[config.mk]
export PLATFORM = sky130hd
export DESIGN_NAME = superpage_promoter
export DESIGN_NICKNAME = d
export VERILOG_FILES = /design/src/rtl/sp_pkg.sv /design/src/rtl/sp_region_map.sv /design/src/rtl/sp_lru_ages.sv /design/src/rtl/sp_victim_pick.sv /design/src/rtl/superpage_promoter.sv
export SDC_FILE = /design/constraint.sdc
export NUM_CORES = 2
export LEC_CHECK = 0
export ABC_AREA = 1
export BUFFER_PORTS_ARGS = -buffer_cell sky130_fd_sc_hd__clkbuf_2
export CAP_MARGIN = 20
export CORE_MARGIN = 5
export CORE_UTILIZATION = 55
export DETAILED_ROUTE_END_ITERATION = 16
export PLACE_DENSITY = 0.72
export SLEW_MARGIN = 30
export SYNTH_ARGS = -nofsm -noshare
export SYNTH_HDL_FRONTEND = slang
export SYNTH_SLANG_ARGS = --single-unit
[constraint.sdc]
create_clock -name clk -period 13.94 [get_ports clk]
set_input_delay 2.091 -clock clk [delete_from_list [all_inputs] [get_ports clk]]
set_output_delay 2.091 -clock clk [all_outputs]
set_load 0.02 [all_outputs]
[src/rtl/sp_pkg.sv]
package sp_pkg;
    typedef enum logic [1:0] {
        ST_FREE  = 2'd0,
        ST_TRACK = 2'd1,
        ST_PEND  = 2'd2,
        ST_PROMO = 2'd3
    } slot_state_e;
endpackage

[src/rtl/sp_region_map.sv]
module sp_region_map #(
    parameter int VPN_W = 35,
    parameter int SHIFT = 4,
    localparam int REG_W = VPN_W - SHIFT
) (
    input  logic [VPN_W-1:0] vpn_i,
    output logic [REG_W-1:0] rgn_o
);
    assign rgn_o = vpn_i[VPN_W-1:SHIFT];
endmodule

[src/rtl/sp_lru_ages.sv]
module sp_lru_ages #(
    parameter int ENTRIES = 8,
    localparam int IDX_W = $clog2(ENTRIES)
) (
    input  logic                           clk,
    input  logic                           rst_n,
    input  logic                           touch_en,
    input  logic [IDX_W-1:0]               touch_idx,
    output logic [ENTRIES-1:0][IDX_W-1:0]  age_o
);
    logic [ENTRIES-1:0][IDX_W-1:0] age_d, age_q;

    always_comb begin
        logic [IDX_W-1:0] cur;
        age_d = age_q;
        cur   = age_q[touch_idx];
        if (touch_en) begin
            for (int i = 0; i < ENTRIES; i++) begin
                if (IDX_W'(i) == touch_idx)
                    age_d[i] = '0;
                else if (age_q[i] < cur)
                    age_d[i] = age_q[i] + 1'b1;
            end
        end
    end

    always_ff @(posedge clk) begin
        if (!rst_n) begin
            for (int i = 0; i < ENTRIES; i++)
                age_q[i] <= IDX_W'(i);
        end else begin
            age_q <= age_d;
        end
    end

    assign age_o = age_q;

    // ages must always stay a permutation of 0..ENTRIES-1
    logic [ENTRIES-1:0] seen;
    always_comb begin
        seen = '0;
        for (int i = 0; i < ENTRIES; i++)
            if (int'(age_q[i]) < ENTRIES) seen[age_q[i]] = 1'b1;
    end

    p_age_perm_r7: assert property (@(posedge clk) disable iff (!rst_n)
        &seen)
        else $error("age table lost its permutation");
endmodule

[src/rtl/sp_victim_pick.sv]
module sp_victim_pick #(
    parameter int ENTRIES = 8,
    localparam int IDX_W = $clog2(ENTRIES)
) (
    input  logic [ENTRIES-1:0]             free_mask_i,
    input  logic [ENTRIES-1:0]             evict_mask_i,
    input  logic [ENTRIES-1:0][IDX_W-1:0]  age_i,
    output logic                           have_free_o,
    output logic [IDX_W-1:0]               free_idx_o,
    output logic                           have_victim_o,
    output logic [IDX_W-1:0]               victim_idx_o
);
    always_comb begin
        logic [IDX_W-1:0] best_age;
        have_free_o   = 1'b0;
        free_idx_o    = '0;
        have_victim_o = 1'b0;
        victim_idx_o  = '0;
        best_age      = '0;
        for (int i = 0; i < ENTRIES; i++) begin
            if (free_mask_i[i] && !have_free_o) begin
                have_free_o = 1'b1;
                free_idx_o  = IDX_W'(i);
            end
            if (evict_mask_i[i] && (!have_victim_o || age_i[i] > best_age)) begin
                have_victim_o = 1'b1;
                victim_idx_o  = IDX_W'(i);
                best_age      = age_i[i];
            end
        end
    end
endmodule

[src/rtl/superpage_promoter.sv]
module superpage_promoter
    import sp_pkg::*;
#(
    parameter int VPN_W    = 35,
    parameter int SP_PAGES = 16,
    parameter int THRESH   = 10,
    parameter int ENTRIES  = 8
) (
    input  logic             clk,
    input  logic             rst_n,
    input  logic             miss_valid,
    input  logic [VPN_W-1:0] miss_vpn,
    input  logic             done_valid,
    input  logic             demote_valid,
    input  logic [VPN_W-1:0] demote_vpn,
    output logic             req_valid,
    output logic [VPN_W-1:0] req_vpn
);
    localparam int SHIFT = $clog2(SP_PAGES);
    localparam int REG_W = VPN_W - SHIFT;
    localparam int CNT_W = $clog2(THRESH + 1);
    localparam int IDX_W = $clog2(ENTRIES);
    localparam logic [CNT_W-1:0] LIMIT = CNT_W'(THRESH);

    typedef struct packed {
        slot_state_e      st;
        logic [REG_W-1:0] rgn;
        logic [CNT_W-1:0] cnt;
    } slot_t;

    typedef struct packed {
        slot_t [ENTRIES-1:0] slot;
    } tbl_t;

    tbl_t s_d, s_q;

    logic [REG_W-1:0] miss_rgn, dem_rgn;

    sp_region_map #(.VPN_W(VPN_W), .SHIFT(SHIFT)) i_map_miss (
        .vpn_i(miss_vpn), .rgn_o(miss_rgn)
    );
    sp_region_map #(.VPN_W(VPN_W), .SHIFT(SHIFT)) i_map_dem (
        .vpn_i(demote_vpn), .rgn_o(dem_rgn)
    );

    logic [ENTRIES-1:0]            free_mask, evict_mask, pend_mask;
    logic [ENTRIES-1:0][IDX_W-1:0] ages;
    logic                          have_free, have_victim;
    logic [IDX_W-1:0]              free_idx, victim_idx;
    logic                          touch_en;
    logic [IDX_W-1:0]              touch_idx;
    logic                          pend_any;
    logic [IDX_W-1:0]              pend_idx;

    // scan of the registered table
    always_comb begin
        free_mask  = '0;
        evict_mask = '0;
        pend_mask  = '0;
        pend_any   = 1'b0;
        pend_idx   = '0;
        for (int i = 0; i < ENTRIES; i++) begin
            free_mask[i]  = (s_q.slot[i].st == ST_FREE);
            evict_mask[i] = (s_q.slot[i].st == ST_TRACK);
            pend_mask[i]  = (s_q.slot[i].st == ST_PEND);
            if (pend_mask[i] && !pend_any) begin
                pend_any = 1'b1;
                pend_idx = IDX_W'(i);
            end
        end
    end

    sp_victim_pick #(.ENTRIES(ENTRIES)) i_pick (
        .free_mask_i  (free_mask),
        .evict_mask_i (evict_mask),
        .age_i        (ages),
        .have_free_o  (have_free),
        .free_idx_o   (free_idx),
        .have_victim_o(have_victim),
        .victim_idx_o (victim_idx)
    );

    sp_lru_ages #(.ENTRIES(ENTRIES)) i_lru (
        .clk      (clk),
        .rst_n    (rst_n),
        .touch_en (touch_en),
        .touch_idx(touch_idx),
        .age_o    (ages)
    );

    // next-state: acknowledge, demote, miss, then issue
    always_comb begin
        logic             hit;
        logic [IDX_W-1:0] hit_idx;
        logic             busy_n;
        logic             issued;
        s_d       = s_q;
        touch_en  = 1'b0;
        touch_idx = '0;
        hit       = 1'b0;
        hit_idx   = '0;

        if (done_valid && pend_any) begin
            s_d.slot[pend_idx].st  = ST_PROMO;
            s_d.slot[pend_idx].cnt = '0;
        end

        for (int i = 0; i < ENTRIES; i++) begin
            if (demote_valid && s_q.slot[i].st == ST_PROMO && s_q.slot[i].rgn == dem_rgn) begin
                s_d.slot[i].st  = ST_FREE;
                s_d.slot[i].cnt = '0;
            end
            if (s_q.slot[i].st != ST_FREE && s_q.slot[i].rgn == miss_rgn && !hit) begin
                hit     = 1'b1;
                hit_idx = IDX_W'(i);
            end
        end

        if (miss_valid) begin
            if (hit) begin
                if (s_q.slot[hit_idx].st == ST_TRACK) begin
                    touch_en  = 1'b1;
                    touch_idx = hit_idx;
                    if (s_q.slot[hit_idx].cnt < LIMIT)
                        s_d.slot[hit_idx].cnt = s_q.slot[hit_idx].cnt + 1'b1;
                end
            end else if (have_free || have_victim) begin
                touch_en  = 1'b1;
                touch_idx = have_free ? free_idx : victim_idx;
                s_d.slot[touch_idx].st  = ST_TRACK;
                s_d.slot[touch_idx].rgn = miss_rgn;
                s_d.slot[touch_idx].cnt = CNT_W'(1);
            end
        end

        busy_n = 1'b0;
        for (int i = 0; i < ENTRIES; i++)
            if (s_d.slot[i].st == ST_PEND) busy_n = 1'b1;
        issued = busy_n;
        for (int i = 0; i < ENTRIES; i++) begin
            if (!issued && s_d.slot[i].st == ST_TRACK && s_d.slot[i].cnt == LIMIT) begin
                s_d.slot[i].st = ST_PEND;
                issued = 1'b1;
            end
        end
    end

    always_ff @(posedge clk) begin
        if (!rst_n) begin
            for (int i = 0; i < ENTRIES; i++) begin
                s_q.slot[i].st  <= ST_FREE;
                s_q.slot[i].rgn <= '0;
                s_q.slot[i].cnt <= '0;
            end
        end else begin
            s_q <= s_d;
        end
    end

    assign req_valid = pend_any;
    assign req_vpn   = {s_q.slot[pend_idx].rgn, {SHIFT{1'b0}}};

    // ---------------- assertions ----------------
    p_single_req_r6: assert property (@(posedge clk) disable iff (!rst_n)
        $onehot0(pend_mask))
        else $error("more than one request outstanding");

    p_req_hold_r3: assert property (@(posedge clk) disable iff (!rst_n)
        req_valid && !done_valid |=> req_valid && $stable(req_vpn))
        else $error("request dropped or changed before acknowledge");

    p_req_release_r3: assert property (@(posedge clk) disable iff (!rst_n)
        req_valid && done_valid |=> !(req_valid && req_vpn == $past(req_vpn)))
        else $error("request survived its acknowledge");

    p_idle_after_reset_r10: assert property (@(posedge clk)
        $rose(rst_n) |-> !req_valid)
        else $error("request present out of reset");

    for (genvar g = 0; g < ENTRIES; g++) begin : g_slot_chk
        p_cnt_sat_r6: assert property (@(posedge clk) disable iff (!rst_n)
            s_q.slot[g].cnt <= LIMIT)
            else $error("counter passed threshold");
        p_promo_frozen_r4: assert property (@(posedge clk) disable iff (!rst_n)
            s_q.slot[g].st == ST_PROMO && !demote_valid |=> s_q.slot[g].st == ST_PROMO)
            else $error("promoted slot left without demote");
    end
endmodule

After elaboration in Yosys (flattened, before gate mapping)
Index checks and enable logic that the tools add are counted.
{ "word_totals": {"ff_bits": 320, "latch_bits": 0, "ramBits": 0, "mem_bits_ro": 0, "output_inout_bits": 36, "wordCells": 463, "mem_count": 0} }
{ "op_classes": {"n_addsub": 9, "mul": 0, "n_div": 0, "order_cmp": 23, "n_eq_ne": 72, "n_shift": 0, "muxes": 161, "bitwise": 1, "n_reduce_logical": 157} }
{ "ops": {"columns": ["op", "n"], "rows": [
  ["$bwmux 296", 6],
  ["$mux 296", 6],
  ["$demux 37 s3", 6],
  ["$eq 31x31->1", 16],
  ["$bmux 37 s3", 2],
  ["$mux 3", 49],
  ["$mux 37", 3],
  ["$logic_and 1x1->1", 72],
  ["$mux 35", 2],
  ["$mux 1", 55],
  ["$eq 2x2->1 const B", 24],
  ["$mux 4", 11],
  ["$mux 2", 20],
  ["$logic_not 1->1", 36],
  ["$eq 2x1->1 const B", 17],
  ["$eq 4x4->1 const B", 8],
  ["$reduce_bool 2->1", 16],
  ["$add 3x1->3 const B", 8],
  ["$lt 3x3->1", 8],
  ["$gt 3x3->1", 7],
  ["$logic_not 2->1", 8],
  ["$lt 3x4->1 const B", 4],
  ["$reduce_and 2->1", 8],
  ["$reduce_or 2->1", 8],
  ["other kinds (10)", 23]
]} }

Logic depth before layout (Yosys ltp)
{ "depth": {"ltp_word": 82, "ltp_mapped": 75, "mapped_depth_nobuf": 75} }

Cells and area by module
Synthesis repeated with hierarchy kept, for this count alone.
{ "unflattened": {"hier_cells": 4652, "hier_area_um2": 26894.5} }
{ "modules_own_cells": {"columns": ["mod", "instances", "cells_each", "area_per_inst_um2", "seq_area_each_um2"], "rows": [
  ["superpage_promoter", 1, 4091, 23389.9, 5925.7],
  ["sp_lru_ages", 1, 311, 2019.4, 480.5],
  ["sp_victim_pick", 1, 188, 1019.7, 0.0],
  ["sp_region_map", 2, 31, 232.7, 0.0]
]} }

Least setup slack after synthesis
Ideal clock, no wire load.
{ "synth_timing": {"kind": "flip-flop to flip-flop", "from": "reg s_q[35] (netlist bit)", "to": "reg i_lru.age_q, in the netlist i_lru.age_o[19]", "setup_time_ns": 0.138, "arrival_ns": 9.487, "slack_ns": 4.315, "path_stages_with_launch": 67, "period_less_slack_ns": 9.625, "path_cell_list": "dfxtp_1 > inv_1 > nor2_2 > nand2_1 > ha_1 > nand2_1 > o21ai_0 > nand2_1 > nand2_1 > nand2_1 > o21ai_0 > ha_1 > a21oi_1 > o21ai_0 > nand2_1 > nand2_1 > nand2_1 > o21ai_0 > [... 31 more ...] > nand2_1 > o21ai_0 > nand2_1 > a32oi_2 > clkinv_1 > a211oi_1 > nand2_2 > buf_2 > inv_1 > nor2_1 > inv_2 > o22ai_1 > o32a_1 > ha_1 > a211oi_1 > nand2_1 > o21ai_0 > o21ai_0"} }
{ "synth_via": {"elab_chain_len": 39, "word_cells_on_any_way": 132, "classes_between": "order compare: 8; eq/ne: 3; mux: 66; reduce/logical: 55"} }
{ "synth_rtl": {"columns": ["element", "line_no", "rtl"], "rows": [
  ["start: declaration", "superpage_promoter.sv:35", "tbl_t s_d, s_q;"],
  ["$eq 2x1->1", "superpage_promoter.sv:64", "evict_mask[i] = (s_q.slot[i].st == ST_TRACK);"],
  ["$mux 3 / $mux 1 (equally long branches)", "sp_victim_pick.sv:25", "if (evict_mask_i[i] && (!have_victim_o || age_i[i] > best_age)) begin"],
  ["$gt 3x3->1 / $logic_not 1->1 (equally long branches)", "sp_victim_pick.sv:25", null],
  ["$logic_or 1x1->1", "sp_victim_pick.sv:25", null],
  ["$logic_and 1x1->1", "sp_victim_pick.sv:25", null],
  ["$mux 3 / $mux 1 (equally long branches)", "sp_victim_pick.sv:25", null],
  ["$gt 3x3->1 / $logic_not 1->1 (equally long branches)", "sp_victim_pick.sv:25", null],
  ["$logic_or 1x1->1", "sp_victim_pick.sv:25", null],
  ["[... 23 more ...]", null, null],
  ["$mux 3", "superpage_promoter.sv:127", "end else if (have_free || have_victim) begin"],
  ["$mux 3", "superpage_promoter.sv:120", "if (hit) begin"],
  ["$mux 3", "superpage_promoter.sv:119", "if (miss_valid) begin"],
  ["$bmux 3 s3", "sp_lru_ages.sv:16", "cur = age_q[touch_idx];"],
  ["$mux 3 (implied by the code)", "sp_lru_ages.sv:16", null],
  ["$lt 3x3->1", "sp_lru_ages.sv:21", "else if (age_q[i] < cur)"],
  ["$reduce_bool 2->1 (no line)", null, null],
  ["$reduce_and 2->1 (no line)", null, null],
  ["end signal: indexed assignment", "sp_lru_ages.sv:30", "age_q[i] <= IDX_W'(i);"],
  ["end signal: assignment", "sp_lru_ages.sv:32", "age_q <= age_d;"],
  ["end: declaration", "sp_lru_ages.sv:11", "logic [ENTRIES-1:0][IDX_W-1:0] age_d, age_q;"]
]} }
Parallel ways exist; a longest one is shown, timed or not. The select of a mux whose other input is x is not followed.
A chain may end at the register's enable or synchronous reset.

Worst setup path in the final report
{ "layout_timing": {"from": "reg s_q[35] (netlist bit)", "to": "reg s_q[221] (netlist bit)"} }
{ "layout_via": {"elab_chain_len": 74, "word_cells_on_any_way": 251, "classes_between": "add/sub: 1; order compare: 14; eq/ne: 24; mux: 121; reduce/logical: 91"} }
{ "layout_rtl": {"columns": ["element", "line_no", "rtl"], "rows": [
  ["$eq 2x1->1", "superpage_promoter.sv:64", null],
  ["$mux 3 / $mux 1 (equally long branches)", "sp_victim_pick.sv:25", null],
  ["$gt 3x3->1 / $logic_not 1->1 (equally long branches)", "sp_victim_pick.sv:25", null],
  ["$logic_or 1x1->1", "sp_victim_pick.sv:25", null],
  ["$logic_and 1x1->1", "sp_victim_pick.sv:25", null],
  ["$mux 3 / $mux 1 (equally long branches)", "sp_victim_pick.sv:25", null],
  ["$gt 3x3->1 / $logic_not 1->1 (equally long branches)", "sp_victim_pick.sv:25", null],
  ["$logic_or 1x1->1", "sp_victim_pick.sv:25", null],
  ["[... 55 more ...]", null, null],
  ["$logic_and 1x1->1 (2 in series)", "superpage_promoter.sv:141", "if (!issued && s_d.slot[i].st == ST_TRACK && s_d.slot[i].cnt == LIMIT) begin"],
  ["$mux 1", "superpage_promoter.sv:141", null],
  ["$logic_not 1->1", "superpage_promoter.sv:141", null],
  ["$logic_and 1x1->1 (2 in series)", "superpage_promoter.sv:141", null],
  ["$mux 1", "superpage_promoter.sv:141", null],
  ["$logic_not 1->1", "superpage_promoter.sv:141", null],
  ["$logic_and 1x1->1 (2 in series)", "superpage_promoter.sv:141", null],
  ["$mux 2 (*)", "superpage_promoter.sv:141", null]
]} }
Mark *: on every way between the ends. The rest lies on a longest branch, timed or not. The select of a mux whose other input is x is not followed.

==> impl_metrics.csv <==
group,metric,value,unit
run_status,status,"completed",
timing,min_period_over_period,86.9,%
synthesis,synth-edff-count,0,
critical_path,crit_family,"simple AND/OR/NAND/NOR gates",
grt,grt_max_degree,104,
critical_path,path_depth,62,
clock_network,ctsRootBufferMaster,"clkbuf_16",
place,place.gp.congestion,1.10,
routing,wl_met3,19300,um
clock_network,cts_setup_buffers,0,
routing,drt_iter0_drc,5434,
routing,route.antenna.remaining_nets,0,
job,maxCapViolations,0,
grt,antenna_found_initial,5,
critical_path,crit_type,"reg -> reg",
timing,fin_crit,12110,ps
critical_path,critPathBufInv,3,
synthesis,synthAdderAreaFrac,2.17,%
synthesis,yosysTopAreaCellShare,24.2,%
synthesis,syn_area,0.0265,mm2
critical_path,cp_max_fo,56,
floorplan,die_area,0.0527,mm2
synthesis,synth_xor_area_share,7.41,%
routing,first_pass_iters,7,
timing,setup_violations,0,
power_and_ir_drop,p_per_area,92.4,mW/mm2
power_and_ir_drop,p_total,2610,uW
clock_network,ctsHoldBuffers,0,
clock_network,insertion_delay,590,ps
routing,wl,125000,um
routing,wl_met2,49300,um
critical_path,crit_arrival,12600,ps
routing,routedWlPerCell,24.6,um
timing,drv_slew,0,
floorplan,num_rows,80,
floorplan,pin_count,111,
timing,max_freq,82.6,MHz
routing,via_per_inst,6.23,
floorplan,die_w,230,um
layout,area_growth_syn_to_layout,6.58,%
layout,drive_gt1_share,6.41,%
critical_path,endpoint,"s_q[221]",
layout,final_cell_area,0.0283,mm2
routing,drc,0,
timing,clock_skew,26.7,ps
clock_network,cts_tree,"done",
critical_path,end_kind,"flop",
clock_network,clock_sinks,320,
timing,tns,0,ps
timing,timing.hold.ws,479,ps
synthesis,syn_area_per_cell,5.91,um2
synthesis,synth_top_family_by_area,"simple AND/OR/NAND/NOR gates",
synthesis,async_flop_share,0,%
floorplan,initial_core_util,55.5,%
grt,grt_overflow,0,
place,placed_cell_area,0.0270,mm2
routing,routed-via-count,31700,
critical_path,critPathLaunchType,"flop",
critical_path,cpMostUsedCell,"nand2_1",
min_path,hold_class,"reg -> reg",
synthesis,synth_ff_type,"dfxtp_1",
timing,finalHoldViolCount,0,
synthesis,synth_compound_area_share,18.9,%
clock_network,htreeDepth,2,
clock_network,clk_path_buf_depth,3,
critical_path,r2r_slack,1830,ps
place,hpwl,99300,um
critical_path,startpoint,"s_q[35]",
floorplan,die_h,230,um
clock_network,clk_pin_slew,60,ps
critical_path,slowest_delay,960,ps
layout,fill_cells,5032,
synthesis,ys_ff_latch,320,
critical_path,timing.rr.start,"s_q[35]",
synthesis,yosys.area.top_type,"dfxtp_1",
clock_network,cts-buffers-inserted,40,
layout,nets,4556,
synthesis,synthTopCellsByCount,"nand2_1, nor2_1, inv_1",
power_and_ir_drop,ir_drop,0.108,mV
synthesis,yosysSeqAreaShare,24.2,%
critical_path,cpMaxStageDelayCell,"nor3_1",
critical_path,r2r_end,"s_q[221]",
synthesis,synthTopCellsByArea,"dfxtp_1, nand2_1, o21ai_0, a21oi_1, nor2_1",
routing,routed.top_layer,"met5",
synthesis,syn_inst,4488,
synthesis,synth-simple-area-share,36.6,%
layout,fin_util,59.2,%
clock_network,cts_resized,0,
synthesis,yosys_warnings,0,
place,io_buffers,98,
floorplan,core_area,0.0477,mm2
critical_path,crit_required,14430,ps
timing,relSlewSlack,24.1,%
routing,met1_length,48200,um
grt,grt_pass1_vias,28200,
timing,rsz0062_at_grt,"false",
critical_path,rr_worst_depth,62,
grt,grt_pass1_wl,179000,um
synthesis,synth_cell_types,60,
synthesis,synthMuxAreaShare,0,%
power_and_ir_drop,p_leak,0.0125,uW
timing,worstMarginPinSlew,1110,ps
grt,grt_util_all_layers,45.1,%
synthesis,yosysMostFrequentCell,"nand2_1",
[cell families after synthesis]
kind of cell / Yosys count
buffers and inverters: 698
DFF: 320
adders and majority gates: 46
other: 1
and+or+nand+nor: 2261
xor gates and xnor gates: 220
AOI/OAI and AO/OA: 942
[layout make-up]
cell class	instances	area, um2	share of cell area [%]
diodes	4	10.0	0.0354
clock buffers	56	1170	4.15
clock inverters	10	100	0.354
inverters	484	1830	6.46
multi-input cells	3473	17300	61.4
flip-flops and latches	320	6410	22.7
well taps	615	769	2.72
repair buffers	116	632	2.24
[sequential cells by signal (all words and copies together) (netlist names)]
name	flops
i_lru.age_o	24
s_q	296
[report_power, final]
group	switching [uW]	internal (uW)	leakage, uW
logic	396	161	0.00923
registers	44.2	943	0.00259
clock network	447	618	0.000637
total	888	1720	0.0125
[metrics by stage]
stage / setup WS, ps / instances
3_3_place_gp: 2330 / 5008
4_1_cts: 2010 / 5074
3_5_place_dp: 2090 / 5008
2_1_floorplan: 4310 / 4491
5_1_grt: 827 / 5078
6_report: 1830 / 5078
[worst min-delay path: stages (launching register included)]
cell	delay, ps
dfxtp_1	320
nand2_1	70
a21oi_1	50
[placed cells by master, fill, tap and decap left out, types with 5 or more instances in the layout]
cell	netlist	final
xnor2_1	115	115
o21ai_0	440	439
a21oi_1	400	400
nand3b_1	8	8
buf_4	27	18
nand4_1	118	118
nand2_1	1199	1194
inv_2	26	26
o22ai_1	5	5
xor2_2	5	5
clkinv_1	5	6
xor2_1	100	100
clkbuf_2	0	97
clkbuf_1	151	6
and2_1	13	13
nand3_1	193	193
nor3b_1	5	5
a211oi_1	5	5
or2_2	18	18
clkbuf_16	0	41
clkinv_2	0	9
o2111ai_1	36	36
inv_1	452	449
nor4_1	86	85
o21ai_1	6	7
nor4b_1	7	7
dfxtp_1	320	320
nand3_2	5	5
nor2_4	4	7
nor2_1	496	492
ha_1	46	46
nor2_2	16	17
nor3_1	63	63
clkbuf_8	0	9
o211ai_1	26	26
and3_1	5	5
nand2_2	11	13
[worst min-delay path by stage]
stage                          from               to  slack [ps]  cells past startpoint
floorplan           i_lru.age_o[18]  i_lru.age_o[18]         450                      2
global placement    i_lru.age_o[18]  i_lru.age_o[18]         470                      2
detailed placement  i_lru.age_o[18]  i_lru.age_o[18]         470                      2
CTS                 i_lru.age_o[18]  i_lru.age_o[18]         480                      2
global route        i_lru.age_o[18]  i_lru.age_o[18]         530                      2
finish              i_lru.age_o[18]  i_lru.age_o[18]         480                      2
[metal layers]
layer  up-vias  global-route usage [%]
met4         2                    23.5
met3       344                    16.3
met5         -                       0
met2      2226                    63.4
li1      14600                       -
met1     14400                    60.2
No activity file was read; power rests on OpenSTA's default activity.
